### src/rtl/seqctr_pkg.sv
package seqctr_pkg;

  localparam int unsigned CW = 3;

  typedef logic [CW-1:0] code_t;

  localparam code_t C_A = 3'b000;
  localparam code_t C_B = 3'b010;
  localparam code_t C_C = 3'b011;
  localparam code_t C_D = 3'b110;
  localparam code_t C_E = 3'b101;
  localparam code_t C_F = 3'b001;

  // Target code for one enabled step; unused codes fall back to C_A.
  function automatic code_t successor(code_t cur);
    code_t nxt;
    case (cur)
      C_A:     nxt = C_B;
      C_B:     nxt = C_C;
      C_C:     nxt = C_D;
      C_D:     nxt = C_E;
      C_E:     nxt = C_F;
      C_F:     nxt = C_A;
      default: nxt = C_A;
    endcase
    return nxt;
  endfunction

endpackage

### src/rtl/jk_cell.sv
module jk_cell #(
  parameter logic RST_VAL = 1'b0
) (
  input  logic clk,
  input  logic rst_n,
  input  logic j,
  input  logic k,
  output logic q
);

  logic q_nxt;

  always_comb begin
    case ({j, k})
      2'b00:   q_nxt = q;
      2'b01:   q_nxt = 1'b0;
      2'b10:   q_nxt = 1'b1;
      default: q_nxt = ~q;
    endcase
  end

  always_ff @(posedge clk or negedge rst_n) begin
    if (!rst_n) begin
      q <= RST_VAL;
    end else begin
      q <= q_nxt;
    end
  end

endmodule

### src/rtl/seqctr_excite.sv
module seqctr_excite
  import seqctr_pkg::*;
(
  input  code_t cur,
  input  logic  clr,
  input  logic  adv,
  output code_t j,
  output code_t k
);

  code_t tgt;

  always_comb begin
    tgt = successor(cur);
    for (int b = 0; b < CW; b++) begin
      if (clr) begin
        j[b] = 1'b0;
        k[b] = 1'b1;
      end else if (!adv) begin
        j[b] = 1'b0;
        k[b] = 1'b0;
      end else if (cur[b]) begin
        j[b] = 1'b0;
        k[b] = ~tgt[b];
      end else begin
        j[b] = tgt[b];
        k[b] = 1'b0;
      end
    end
  end

endmodule

### src/rtl/seqctr_jk.sv
module seqctr_jk
  import seqctr_pkg::*;
#(
  parameter logic [2:0] RST_STATE = 3'b000
) (
  input  logic       clk,
  input  logic       rst_n,
  input  logic       clr,
  input  logic       en,
  output logic [2:0] state
);

  code_t jv;
  code_t kv;

  seqctr_excite u_exc (
    .cur (state),
    .clr (clr),
    .adv (en),
    .j   (jv),
    .k   (kv)
  );

  for (genvar g = 0; g < CW; g++) begin : g_bit
    jk_cell #(
      .RST_VAL (RST_STATE[g])
    ) u_ff (
      .clk   (clk),
      .rst_n (rst_n),
      .j     (jv[g]),
      .k     (kv[g]),
      .q     (state[g])
    );
  end

endmodule

### config.mk
export PLATFORM = sky130hd
export DESIGN_NAME = seqctr_jk
export DESIGN_NICKNAME = d
export VERILOG_FILES = /design/src/rtl/seqctr_pkg.sv /design/src/rtl/jk_cell.sv /design/src/rtl/seqctr_excite.sv /design/src/rtl/seqctr_jk.sv
export SDC_FILE = /design/constraint.sdc
export NUM_CORES = 1
export LEC_CHECK = 0
export BUFFER_PORTS_ARGS = -buffer_cell sky130_fd_sc_hd__buf_2
export CORE_AREA = 2 2 39 41
export CTS_BUF_LIST = sky130_fd_sc_hd__clkbuf_4 sky130_fd_sc_hd__clkbuf_8 sky130_fd_sc_hd__clkbuf_16
export CTS_CLUSTER_SIZE = 24
export DETAILED_ROUTE_END_ITERATION = 12
export DIE_AREA = 0 0 41 43
export MAX_ROUTING_LAYER = met4
export SLEW_MARGIN = 25
export SYNTH_ARGS = -nofsm -noshare
export SYNTH_HDL_FRONTEND = slang
export SYNTH_SLANG_ARGS = --single-unit
### constraint.sdc
create_clock -name clk -period 2.2 [get_ports clk]
set_input_delay 0.33 -clock clk [delete_from_list [all_inputs] [get_ports clk]]
set_output_delay 0.33 -clock clk [all_outputs]
set_load 0.01 [all_outputs]
# Word level (Yosys, flattened, before mapping)
# Index checks and enable logic that the tools add are counted.
[totals]
regBits = 3
inputBits = 4
elab_cells = 45
output_inout_bits = 3
[classes]
bitwise_logic = 6
reduce_logical = 4
mux = 22
n_eq_ne = 10
[ops]
columns = ["op", "count"]
rows = [
  ["$mux 1", 18],
  ["$pmux 3 s5", 1],
  ["$pmux 1 s3", 3],
  ["$eq 2x1->1 const B", 3],
  ["$eq 2x2->1 const B", 3],
  ["$eq 3x2->1 const B", 2],
  ["$eq 3x3->1 const B", 2],
  ["$logic_not 2->1", 3],
  ["$not 1->1", 6],
  ["$logic_not 3->1", 1],
]

# Longest topological paths before layout
[depth]
ltp_word = 8
ltp_mapped = 6
mapped_depth_nobuf = 5

# Modules after synthesis
# A second synthesis with hierarchy kept.
[unflattened]
cells_unflattened = 37
hier_area_um2 = 330.3
[modules_own_cells]
columns = ["mod", "cells_each", "instances", "area_each_um2", "seq_area_each_um2"]
rows = [
  ["jk_cell", 9, 3, 86.3, 25.0],
  ["seqctr_excite", 10, 1, 71.3, 0.0],
]

# Least setup slack after synthesis
# No wires, ideal clock.
[synth_timing]
kind = "register to register"
start = "reg g_bit[2].u_ff.q"
end = "reg g_bit[1].u_ff.q"
setup_slack_ps = 391
path_stages_with_launch = 6
arrival_ps = 1715
period_less_slack_ps = 1809
path_buffers = 0
required_time_ps = 2106
setup_time_ps = 94
cell_sequence = "dfrtp_1 -> or3b_1 -> or3_1 -> ha_1 -> nor3b_1 -> a211oi_1"
[synth_via]
elab_chain_len = 8
elab_cells_between_ends = 17
cone_classes = "eq/ne (6); mux (8); bitwise (1); reduce/logical (2)"
[synth_rtl]
columns = ["element", "line_no", "source"]
rows = [
  ["from (decl)", "jk_cell.sv:8", "output logic q"],
  ["from (signal assigned)", "jk_cell.sv:26", "q <= q_nxt;"],
  ["$eq 3x3->1, or another cell as far along", "seqctr_pkg.sv:17", "case (cur)"],
  ["$pmux 3 s5 (*)", "seqctr_pkg.sv:17", ""],
  ["$not 1->1", "seqctr_excite.sv:24", "k[b] = ~tgt[b];"],
  ["$mux 1", "seqctr_excite.sv:22", "end else if (cur[b]) begin"],
  ["$mux 1", "seqctr_excite.sv:19", "end else if (!adv) begin"],
  ["$mux 1", "seqctr_excite.sv:16", "if (clr) begin"],
  ["$eq 2x2->1, or another cell as far along", "jk_cell.sv:14", "case ({j, k})"],
  ["$pmux 1 s3", "jk_cell.sv:14", ""],
  ["to (signal assigned)", "jk_cell.sv:26", ""],
  ["to (decl)", "jk_cell.sv:8", ""],
]
# Mark *: on every way between the ends. The rest lies on a longest branch, timed or not.
# A chain may end at the register's enable or synchronous reset.

# Worst setup path after layout
# Same ends and word-level chain as after synthesis.

==> results.json <==
{
  "largest_reg_flops": 3,
  "critPathCaptureType": "register",
  "wl_per_cell_um": 9.89,
  "leakagePower_nw": 0.178,
  "clockBufferDepth": 2,
  "gp_congestion": 0.660,
  "num_vias": 296,
  "viasPerCell": 4.77,
  "max_freq_mhz": 520,
  "crit_family": "simple AND/OR/NAND/NOR gates",
  "fin_crit_ns": 1.92,
  "synth.avg_cell_area_sq_um": 8.63,
  "multiInputGateArea_sq_um": 240,
  "hp-class": "input port to asynchronous set/reset pin",
  "h-tree-depth": 1,
  "internal_power_mw": 0.256,
  "critPathLaunchType": "register",
  "remaining_drc_errors": 0,
  "grt_start_max_net_pins": 12,
  "final_nets": 57,
  "grt_first_pass_wirelength_um": 979,
  "worstRegToRegCells": 5,
  "power.density_nw_per_um2": 1090,
  "yosys_warnings": 0,
  "overflow": 0,
  "clkSlewWorstSetupHoldPaths_ns": 0.04,
  "synth-seq-cells": 3,
  "drt-initial-drc-count": 4,
  "grt_antenna_before_repair": 0,
  "routed_wl_um": 613,
  "r2r-start": "g_bit[2].u_ff.q",
  "synth_top_area_cell": "dfrtp_1",
  "firstDrtPassIters": 2,
  "drive_gt1_frac": 0.239,
  "core_sq_um": 1380,
  "yosysUniqueCellTypes": 17,
  "maxCapViolCount": 0,
  "grt_pass1_vias": 262,
  "yosysTopAreaCellShare": 0.217,
  "ioPinCount": 7,
  "finalCritPeriodShare": 0.874,
  "fin_setup_tns_ns": 0,
  "switchingPower_mw": 0.185,
  "crit_type": "register to register",
  "critPathMaxFanout": 8,
  "cts_made_buffers": 3,
  "synth.cell_area_sq_um": 345,
  "pwr-share-comb": 0.398,
  "worst_path_max_delay_cell": "dfrtp_1",
  "setup_viol": 0,
  "final_max_slew_viol_count": 0,
  "status": "completed",
  "p_seq_frac": 0.345,
  "tightest_slew_ns": 0.299,
  "die_h_um": 43,
  "die_area_sq_um": 1760,
  "critPathRequiredTime_ns": 2.34,
  "seq_area_frac_synth": 0.217,
  "fill_cells": 152,
  "cts.sinks": 3,
  "syn2layout_area_growth_pct": 17.4,
  "placementRows": 14,
  "post-place-ws_ns": 0.279,
  "antennaDiodeCount": 0,
  "final_antenna_net_count": 0,
  "synthCells": 40,
  "clkPwrFrac": 0.257,
  "io_buffers": 6,
  "max_slew_margin": 0.801,
  "crit_buf_inv": 0,
  "p_total_mw": 0.441,
  "rsz0062_at_grt": "no",
  "ir_worst_vdd_uv": 281,
  "root_buffer": "clkbuf_4",
  "rrSetupSlack_ns": 0.28,
  "insertion_delay_ns": 0.24,
  "grt_use_total": 0.0914,
  "regArea_sq_um": 75.1,
  "syn-num-nets": 50,
  "cp_cell_sequence": "or3b_1 -> or3_1 -> ha_1 -> nor3b_1 -> a211oi_1",
  "swShare": 0.420,
  "regMostFlops": "g_bit.u_ff.q",
  "arrival_ns": 2.06,
  "die_w_um": 41,
  "dp_cells": 57,
  "layout_setup_ws_ns": 0.278,
  "path_depth": 5,
  "cpPeakStageDelay_ns": 0.45,
  "r2r_end": "g_bit[1].u_ff.q",
  "clock-skew-final_ns": 0.00157,
  "instances_no_fill": 62,
  "start_util": 0.250,
  "cts_tree": "built",
  "finalHoldViolCount": 0,
  "synth_area_leaders": "dfrtp_1 (22%), ha_1 (22%), a211oi_1 (6.5%), buf_4 (6.5%), nor3b_1 (6.5%)",
  "final_cell_mix": "ha_1 (6), buf_2 (6), clkbuf_4 (4)",
  "post_cts_resized": 0,
  "reg_top3": "g_bit.u_ff.q (3)"
}
==> Yosys cell counts, drive strengths merged <==
master and count:
nand2 1, buf 3, nor2b 3, nor3b 4, and3 1, nand3 1, ha 6, nand2b 2
or3b 1, a31oi 3, or3 2, a211oi 3, nor3 2, nor2 3, dfrtp 3, clkbuf 2
==> kinds of logic after synthesis <==
kind of cell / after synthesis / synth area share
simple gates: 20 / 0.359
compound gates: 6 / 0.120
fa+ha+maj: 6 / 0.217
buf+inv: 5 / 0.0870
flops: 3 / 0.217
==> what timing repair did <==
action,4_1_cts,5_1_grt
setup buffers,0,0
hold buffers,1,0
endpoints found under the hold margin,3,0
setup endpoints to repair,0,0
==> how the worst max path moves through the flow <==
stage | startpoint | end | slack (ns)
after floorplan | g_bit[2].u_ff.q | g_bit[1].u_ff.q | 0.39
after global placement | g_bit[2].u_ff.q | g_bit[1].u_ff.q | 0.31
after detailed placement | g_bit[2].u_ff.q | g_bit[1].u_ff.q | 0.28
after CTS | g_bit[2].u_ff.q | g_bit[1].u_ff.q | 0.26
after global routing | g_bit[2].u_ff.q | g_bit[1].u_ff.q | 0.19
final | g_bit[2].u_ff.q | g_bit[1].u_ff.q | 0.28
==> through the flow <==
stage / hold WS, ns / area (sq um) / utilization
global placement: 0.128 / 365 / 0.264
finish: 0.413 / 405 / 0.293
floorplan: 0.0344 / 345 / -
global route: 0.425 / 405 / 0.293
detailed placement: 0.128 / 365 / 0.264
CTS: 0.404 / 405 / 0.293
==> power by group through the flow <==
stage	logic, mW	clock network, mW	registers [mW]
after CTS	0.179	0.121	0.154
after global placement	0.175	0	0.151
after global routing	0.199	0.127	0.166
after floorplan	0.205	0	0.107
final	0.176	0.113	0.152
after detailed placement	0.176	0	0.154
==> final cells by class <==
cell class	instances	share of cell area
multi-input cells	32	0.593
well taps	16	0.0494
flip-flops and latches	3	0.185
repair buffers	7	0.0988
clock buffers	4	0.0741
==> metal layers <==
| layer | wire, um | global-route usage | up-vias | share of wire |
|---|---|---|---|---|
| met1 | 296 | 0.0895 | 133 | 0.48 |
| li1 | - | - | 153 | - |
| met5 | 0 | - | - | 0 |
| met3 | 39 | 0.0471 | 2 | 0.064 |
| met2 | 256 | 0.125 | 8 | 0.42 |
| met4 | 21 | 0.0800 | 0 | 0.034 |
(Power assumes the default switching activity.)
